**src/rtl/bl_mbox_seq.sv**
```systemverilog
module bl_mbox_seq #(
  parameter int TIMEOUT    = 80000,
  parameter int LVL_W      = 17,
  parameter int SHADOW_LSB = 8
) (
  input  logic             clk,
  input  logic             rst_n,
  input  logic             req_valid,
  output logic             req_ready,
  input  logic [1:0]       req_kind,
  input  logic [LVL_W-1:0] req_level,
  input  logic [31:0]      req_ramp,
  input  logic [7:0]       req_pipe,
  input  logic [7:0]       req_dim,
  output logic [31:0]      mb_cmd,
  output logic [31:0]      mb_data,
  output logic [LVL_W-1:0] mb_user,
  output logic             bell,
  input  logic             bell_clr,
  input  logic [31:0]      scr_in,
  output logic [31:0]      scr_out,
  output logic             scr_we,
  output logic             busy,
  output logic             done,
  output logic             err
);
  localparam int CW = $clog2(TIMEOUT + 1);
  localparam logic [CW-1:0] LIM = CW'(TIMEOUT - 1);
  localparam logic [7:0] OP_LVL  = 8'h65;
  localparam logic [7:0] OP_PIPE = 8'h66;
  localparam logic [7:0] OP_BL   = 8'h67;
  localparam logic [31:0] FMASK  = 32'hFF << SHADOW_LSB;

  typedef enum logic [2:0] {IDLE, BOUND, PIPE, WPIPE, USER, RAMP, FIN, WLVL} st_t;
  st_t st;

  logic [CW-1:0]    cnt;
  logic [LVL_W-1:0] lvl_q;
  logic [31:0]      ramp_q;
  logic [7:0]       pipe_q, dim_q;
  logic [7:0]       shadow;

  assign req_ready = (st == IDLE);
  assign busy      = ~req_ready;
  assign shadow    = lvl_q[LVL_W-1] ? 8'hFF : lvl_q[LVL_W-2 -: 8];

  always_ff @(posedge clk) begin
    if (!rst_n) begin
      st      <= IDLE;
      cnt     <= '0;
      lvl_q   <= '0;
      ramp_q  <= '0;
      pipe_q  <= '0;
      dim_q   <= '0;
      mb_cmd  <= '0;
      mb_data <= '0;
      mb_user <= '0;
      bell    <= 1'b0;
      scr_out <= '0;
      scr_we  <= 1'b0;
      done    <= 1'b0;
      err     <= 1'b0;
    end else begin
      done   <= 1'b0;
      err    <= 1'b0;
      scr_we <= 1'b0;
      if (bell_clr) bell <= 1'b0;
      case (st)
        IDLE: if (req_valid) begin
          lvl_q  <= req_level;
          ramp_q <= req_ramp;
          pipe_q <= req_pipe;
          dim_q  <= req_kind[1] ? 8'hFF : req_dim;
          cnt    <= '0;
          st     <= (req_kind == 2'd0) ? BOUND : WLVL;
        end
        BOUND: begin
          mb_data <= 32'h0000_FFFF;
          st      <= PIPE;
        end
        PIPE: begin
          mb_cmd[7:0]  <= OP_PIPE;
          mb_cmd[15:8] <= pipe_q;
          bell         <= 1'b1;
          cnt          <= '0;
          st           <= WPIPE;
        end
        WPIPE: begin
          if (!bell) st <= USER;
          else if (cnt == LIM) begin
            err <= 1'b1;
            st  <= IDLE;
          end else cnt <= cnt + 1'b1;
        end
        USER: begin
          mb_user <= lvl_q;
          st      <= RAMP;
        end
        RAMP: begin
          mb_data <= (pipe_q == 8'd0) ? 32'd0 : ramp_q;
          st      <= FIN;
        end
        FIN: begin
          mb_cmd[7:0] <= OP_BL;
          bell        <= 1'b1;
          scr_out     <= (scr_in & ~FMASK) | (32'(shadow) << SHADOW_LSB);
          scr_we      <= 1'b1;
          done        <= 1'b1;
          st          <= IDLE;
        end
        WLVL: begin
          if (!bell) begin
            mb_cmd[7:0]   <= OP_LVL;
            mb_cmd[23:16] <= dim_q;
            bell          <= 1'b1;
            done          <= 1'b1;
            st            <= IDLE;
          end else if (cnt == LIM) begin
            err <= 1'b1;
            st  <= IDLE;
          end else cnt <= cnt + 1'b1;
        end
        default: st <= IDLE;
      endcase
    end
  end
endmodule

```
**config.mk**
```make
export PLATFORM = sky130hd
export DESIGN_NAME = bl_mbox_seq
export DESIGN_NICKNAME = d
export VERILOG_FILES = /design/src/rtl/bl_mbox_seq.sv
export SDC_FILE = /design/constraint.sdc
export NUM_CORES = 1
export LEC_CHECK = 0
export BUFFER_PORTS_ARGS = -buffer_cell sky130_fd_sc_hd__buf_2
export CORE_MARGIN = 1
export CORE_UTILIZATION = 55
export CTS_CLUSTER_SIZE = 30
export DETAILED_ROUTE_END_ITERATION = 16
export GPL_ROUTABILITY_DRIVEN = 0
export PLACE_DENSITY = 0.94
export SETUP_SLACK_MARGIN = 0.2
export SLEW_MARGIN = 20
export SYNTH_ARGS = -nofsm -noshare
export SYNTH_HDL_FRONTEND = slang
export SYNTH_SLANG_ARGS = --single-unit
```
**constraint.sdc**
```tcl
create_clock -name clk -period 2.6 [get_ports clk]
set_input_delay 0.39 -clock clk [delete_from_list [all_inputs] [get_ports clk]]
set_output_delay 0.39 -clock clk [all_outputs]
set_load 0.02 [all_outputs]
```
==> results.sh, run 1 <==
export IMPL_status="completed"
export IMPL_hold_class="in -> reg"
export IMPL_ant_nets=0
export IMPL_avg_wl_per_cell_um=13.98
export IMPL_cp_end_kind="flop"
export IMPL_area_growth_pct=20.99
export IMPL_synthCells=875
export IMPL_first_global_vias=5860
export IMPL_placementRows=42
export IMPL_p_leak_uw=0.003708
export IMPL_cts_reportedPaths_clkPinSlew_ns=0.07
export IMPL_worst_slew_pin_transition_ns=0.7834
export IMPL_path_buf_inv=1
export IMPL_finalSetupViolCount=0
export IMPL_synth_largest_type_area_fraction_pct=51.12
export IMPL_fp_dieArea_mm2=0.01393
export IMPL_post_synth_top_area_cell="dfxtp_1"
export IMPL_hold_end="ramp_q[12]"
export IMPL_clk_latency_ns=0.42
export IMPL_drt_first_pass_iters=4
export IMPL_r2r_start="st[0]"
export IMPL_critical_path_cell_sequence="buf_4 -> nor2b_1 -> nand2_1 -> a21oi_2 -> a22oi_1 -> nor2b_1"
export IMPL_ys_warn_count=0
export IMPL_switchingPower_uw=2086
export IMPL_critPathArrivalTime_ns=2.49
export IMPL_antenna_found_initial=1
export IMPL_clock_tree_htree_level_count=4
export IMPL_synth_yosys_seq_area_share_pct=51.12
export IMPL_p_clk_share_pct=34.7
export IMPL_finalHoldViolations=0
export IMPL_part_of_the_total_power_dissipated_in_combinational_logic_pct=17.8
export IMPL_rsz0062_at_grt="no"
export IMPL_timing_critical_path_slowest_cell_delay_ns=0.62
export IMPL_crit_reg2reg_capture="mb_data[25]"
export IMPL_worst_r2r_setup_slack_ns=0.47
export IMPL_worst_path_cell_with_the_longest_stage_delay="dfxtp_1"
export IMPL_tritoncts_buffers=17
export IMPL_synth_enable_flop_cells=0
export IMPL_synth_distinct_cells=46
export IMPL_start_kind="flop"
export IMPL_hold_slack_ns=0.1995
export IMPL_grt_overflow_total=0
export IMPL_clock_tree_from_tritoncts="built"
export IMPL_post_dp_hpwl_mm=11.67
export IMPL_grt_pass1_wl_mm=27.81
export IMPL_path_depth=6
export IMPL_fp_coreArea_mm2=0.01319
export IMPL_worst_clock_skew_ns=0.008611
export IMPL_grt_start_max_net_pins=66
export IMPL_die_w_um=118.0
export IMPL_pwr_density_cell_mw_per_mm2=772.5
export IMPL_yosys_register_bits=189
export IMPL_worstHoldStart="req_ramp[12]"
export IMPL_dominantRegCellSynth="dfxtp_1"
export IMPL_timing_max_slew_rel_slack_pct=47.77
export IMPL_worst_hold_path_num_cells=3
export IMPL_post_synth_cell_area_avg_um2=8.460
export IMPL_ios=222
export IMPL_cts_resized=0
export IMPL_post_route_period_util_pct=81.96
export IMPL_post_synth_top_count_cell="nand2_1"
export IMPL_cts_max_path_buffers=2
export IMPL_synth_cell_area_mm2=0.007402
export IMPL_synth_top_cells_by_area="dfxtp_1, nand2_1, a21boi_0"
export IMPL_cp_max_fo=16
export IMPL_async_reset_ff_share_pct=0
export IMPL_route_detailed_vias_per_inst=5.197
export IMPL_vdd_ir_drop_worst_mv=0.5420
export IMPL_commonest_cells_in_the_netlist="nand2_1, dfxtp_1, a21boi_0"
export IMPL_p_seq_share_pct=47.5
export IMPL_totalNegativeSetupSlack_ns=0
export IMPL_cts_hold_buffers_added=0
export IMPL_max_cap_viols=0
export IMPL_drive_above_1_share_pct=24.39
export IMPL_worst_reg_to_reg_cells=6
export IMPL_dieHeight_um=118.0
export IMPL_drt_iter0_drc=363
export IMPL_io_buffers=202
export IMPL_post_route_drc_count=0
export IMPL_critical_path_top_delay_family="compound AO/OA/AOI/OAI gates"
export IMPL_timing_fmax_ghz=0.4693
export IMPL_finalNetCount=1149
export IMPL_critical_setup_path_class="reg -> reg"
export IMPL_via_count=6418
export IMPL_p_sw_share_pct=30.15
export IMPL_starting_density_pct=56.12
export IMPL_critPathRequiredTime_ns=2.96
export IMPL_period_minus_slack_ns=2.131
export IMPL_routed_wl_mm=17.27
export IMPL_grt_usage_pct=24.90
export IMPL_timing_max_transition_violations_final=0
export IMPL_internal_power_uw=4832
export IMPL_clock_tree_root_cell="clkbuf_16"
export IMPL_cts_setup_buffers=0
export IMPL_cpMostUsedCell="nor2b_1"
export IMPL_clkSinkCount=189
## state kept, by name (all words and copies together), names as in the netlist
signal and count:
err 1, done 1, bell 1, scr_we 1, lvl_q 17, mb_cmd 19, mb_user 17, mb_data 32
dim_q 8, st 3, ramp_q 32, pipe_q 8, cnt 17, scr_out 32
## cell type report
type	count	area [µm²]
antenna	1	2.502
fill	1089	4234
tap	176	220.2
inverter	1	3.754
clock inverter	12	87.58
timing repair buffer	216	1131
multi-input combinational	620	3271
clock buffer	20	456.7
sequential	189	3784
## cells by family (layout without fill, tap and decap cells)
group                    Yosys count  after routing  share of synthesized area (%)
AND/OR/NAND/NOR                  403            403                          24.05
adder cells (fa/ha/maj)            1              1                         0.1690
other                              1             12                        0.05066
flip-flops                       189            189                          51.12
AO/OA/AOI/OAI                    199            199                          18.61
XOR/XNOR                           6              6                         0.7099
buffers and inverters             76            249                          5.291
## tightest hold or removal path: cells and delay by family
kind / cells / cell delay [ns]
AND/OR/NAND/NOR: 1 / 0.04
buffers and inverters: 1 / 0.09
AO/OA/AOI/OAI: 1 / 0.05
## stage by stage
step / util (%) / instances / total power [µW] / area, µm² / worst slack (ns)
3_3_place_gp: 63.75 / 1202 / 4537 / 8409 / 0.6039
2_1_floorplan: - / 885 / 4205 / 7440 / 0.8559
5_1_grt: 67.90 / 1235 / 7217 / 8956 / 0.2203
6_report: 67.90 / 1235 / 6919 / 8956 / 0.4690
3_5_place_dp: 63.75 / 1202 / 4585 / 8409 / 0.5118
4_1_cts: 67.88 / 1234 / 6961 / 8954 / 0.4826
## power groups by stage
stage,combinational [µW],sequential [µW],clock (µW)
finish,1230,3290,2400
global route,1350,3320,2550
CTS,1240,3290,2440
detailed placement,1240,3350,0
global placement,1200,3340,0
floorplan,784,3420,0
## how the worst max path moves through the flow
stage | start | slack [ns] | to
floorplan | bell | 0.86 | cnt[5]
global placement | st[0] | 0.60 | mb_data[27]
detailed placement | st[0] | 0.51 | mb_data[25]
CTS | st[0] | 0.48 | mb_data[25]
global route | st[0] | 0.22 | mb_data[31]
finish | st[0] | 0.47 | mb_data[25]
## metal layers
metal	vias up	global-route usage [%]	part of all wire [%]
met2	218	42.94	50
met5	-	0	0
li1	3223	-	-
met4	0	12.50	2.2
met1	2950	28.53	42
met3	27	6.202	6.2
## placed cells by master, fill, tap and decap left out, drive strengths merged, types with 2 or more instances in the layout
cell and instances:
a21boi 115, a21oi 29, a22oi 16, and2 8, and3 4, and4 2
buf 216, clkbuf 20, clkinv 7, conb 11, dfxtp 189, inv 5
nand2 247, nand2b 2, nand3 9, nand4 8, nor2 52, nor2b 22
nor3 17, nor3b 16, nor4 4, o21a 3, o21ai 27, o31ai 3
or3 9, xor2 5
Note: power is estimated with default switching activity, not from simulation.
==> run 2: changes to the inputs <==
CORE_UTILIZATION = 46   (was 55)
PLACE_DENSITY = 0.85   (was 0.94)
clock period = 1.9 ns   (was 2.6 ns; I/O delays follow)
==> results.sh, run 2 (synthesized netlist as in run 1, its figures left out) <==
export IMPL_status="completed"
export IMPL_largestRegisters="mb_data x32, ramp_q x32, scr_out x32"
export IMPL_final_critical_path_setup_slack_ns=0.1823
export IMPL_clock_tree_htree_level_count=4
export IMPL_drt_first_pass_iters=4
export IMPL_place_ws_ns=0.06431
export IMPL_vdd_ir_drop_worst_mv=0.6602
export IMPL_grt_overflow_total=0
export IMPL_placementRows=46
export IMPL_multi_input_area_mm2=0.003307
export IMPL_post_dp_hpwl_mm=12.03
export IMPL_antenna_found_initial=0
export IMPL_switchingPower_uw=2928
export IMPL_drive_above_1_share_pct=26.74
export IMPL_max_cap_viols=0
export IMPL_fp_dieArea_mm2=0.01660
export IMPL_rsz0062_at_grt="yes"
export IMPL_first_global_vias=6106
export IMPL_critical_setup_path_class="reg -> out"
export IMPL_finalNetCount=1169
export IMPL_post_route_period_util_pct=90.41
export IMPL_via_count=6490
export IMPL_clock_tree_from_tritoncts="built"
export IMPL_worst_hold_path_num_cells=3
export IMPL_antenna_cells_inserted=0
export IMPL_starting_density_pct=46.94
export IMPL_finalHoldViolations=0
export IMPL_filler_cell_count=1386
export IMPL_ant_nets=0
export IMPL_p_sw_share_pct=28.96
export IMPL_layoutNonFillerInstCount=1293
export IMPL_post_route_drc_count=0
export IMPL_io_buffers=202
export IMPL_critPathRequiredTime_ns=1.62
export IMPL_cells_after_dpl=1257
export IMPL_r2r_start="st[2]"
export IMPL_period_minus_slack_ns=1.718
export IMPL_ios=222
export IMPL_crit_reg2reg_capture="pipe_q[1]"
export IMPL_totalNegativeSetupSlack_ns=0
export IMPL_routed_wl_mm=17.84
export IMPL_hold_class="in -> reg"
export IMPL_timing_max_slew_rel_slack_pct=56.55
export IMPL_timing_max_transition_violations_final=0
export IMPL_cp_end_kind="output port"
export IMPL_regArea_mm2=0.003797
export IMPL_drt_iter0_drc=301
export IMPL_timing_fmax_ghz=0.5822
export IMPL_critPathArrivalTime_ns=1.43
export IMPL_route_detailed_vias_per_inst=5.019
export IMPL_part_of_the_total_power_dissipated_in_combinational_logic_pct=19.2
export IMPL_avg_wl_per_cell_um=13.79
export IMPL_cts_max_path_buffers=2
export IMPL_setup_worst_path_end="req_ready"
export IMPL_finalPower_uw=10110
export IMPL_grt_start_max_net_pins=74
export IMPL_area_growth_pct=26.71
export IMPL_clkSinkCount=189
export IMPL_cp_max_fo=11
export IMPL_tritoncts_buffers=17
export IMPL_p_seq_share_pct=44.3
export IMPL_start_kind="flop"
export IMPL_clk_latency_ns=0.42
export IMPL_critical_path_startpoint="st[2]"
export IMPL_pwr_density_cell_mw_per_mm2=1078
export IMPL_p_clk_share_pct=36.5
export IMPL_p_leak_uw=0.003882
export IMPL_grt_pass1_wl_mm=28.28
export IMPL_dieHeight_um=128.9
export IMPL_internal_power_uw=7182
export IMPL_worst_slew_pin_transition_ns=0.6518
export IMPL_cts_reportedPaths_clkPinSlew_ns=0.07
export IMPL_worst_r2r_setup_slack_ns=0.24
export IMPL_grt_usage_pct=21.74
export IMPL_finalSetupViolCount=0
export IMPL_fp_coreArea_mm2=0.01577
export IMPL_clock_tree_root_cell="clkbuf_16"
export IMPL_worst_clock_skew_ns=0.009356
export IMPL_final_common_cell="nand2_1"
export IMPL_die_w_um=128.9
export IMPL_worst_reg_to_reg_cells=6
export IMPL_final_cell_mix="nand2_1, buf_2, dfxtp_1, a21boi_0, nor2_1"
## run 2: cell count changes in the layout (fill, tap and decap cells not counted), moves of 4 or more
cell,before,now
dfxtp_1,189,182
dfxtp_2,0,5
buf_12,1,8
buf_6,0,4
buf_4,14,24
clkinv_2,5,1
## run 2: critical path, stage by stage (launching register included)
cell     delay [ns]
dfxtp_4        0.39
or3_4          0.41
inv_4          0.09
buf_6          0.12
## run 2: how the worst min path moves through the flow
stage | slack [ns] | start | endpoint
finish | 0.09 | req_ramp[0] | ramp_q[0]
global route | 0.08 | req_ramp[8] | ramp_q[8]
CTS | 0.07 | req_ramp[0] | ramp_q[0]
detailed placement | 0.44 | ramp_q[18] | ramp_q[18]
global placement | 0.44 | ramp_q[7] | ramp_q[7]
floorplan | 0.42 | req_ramp[0] | ramp_q[0]
## run 2: per-stage QoR
| step | area (µm²) | util, % | hold WS, ns |
|---|---|---|---|
| floorplan | 7441 | - | 0.4198 |
| global placement | 8647 | 54.83 | 0.4414 |
| detailed placement | 8647 | 54.83 | 0.4449 |
| CTS | 9310 | 59.04 | 0.07089 |
| global route | 9379 | 59.47 | 0.08395 |
| finish | 9379 | 59.47 | 0.09435 |
## run 2: power groups by stage
stage,Combinational (µW),Sequential (µW),Clock [µW]
after floorplan,1070,4680,0
after global placement,1820,4540,0
after detailed placement,1860,4550,0
after CTS,1920,4470,3780
after global routing,2140,4510,3950
final,1940,4480,3690
## run 2: cell type report
| cell class | count | share of cell area (%) |
|---|---|---|
| timing repair buffer | 236 | 14.78 |
| inverter | 1 | 0.06670 |
| clock inverter | 11 | 1.654 |
| sequential | 189 | 40.49 |
| multi-input combinational | 620 | 35.26 |
| clock buffer | 20 | 4.869 |
| tap | 216 | 2.882 |
## run 2: per-layer routing
layer	global-route usage [%]	vias up	wire, µm
met3	7.900	18	1382
met2	37.68	208	8722
li1	-	3258	-
met1	24.49	3006	7453
met4	7.889	0	278
met5	0	-	0
## run 2: what timing repair did
action                                  in CTS  in global routing
pin swaps                                    1                  6
endpoints found under the setup margin      63                 81
hold endpoints to repair                     0                  0
gates resized for setup                      9                 14
hold buffers                                 0                  0
buffers inserted                             3                  2
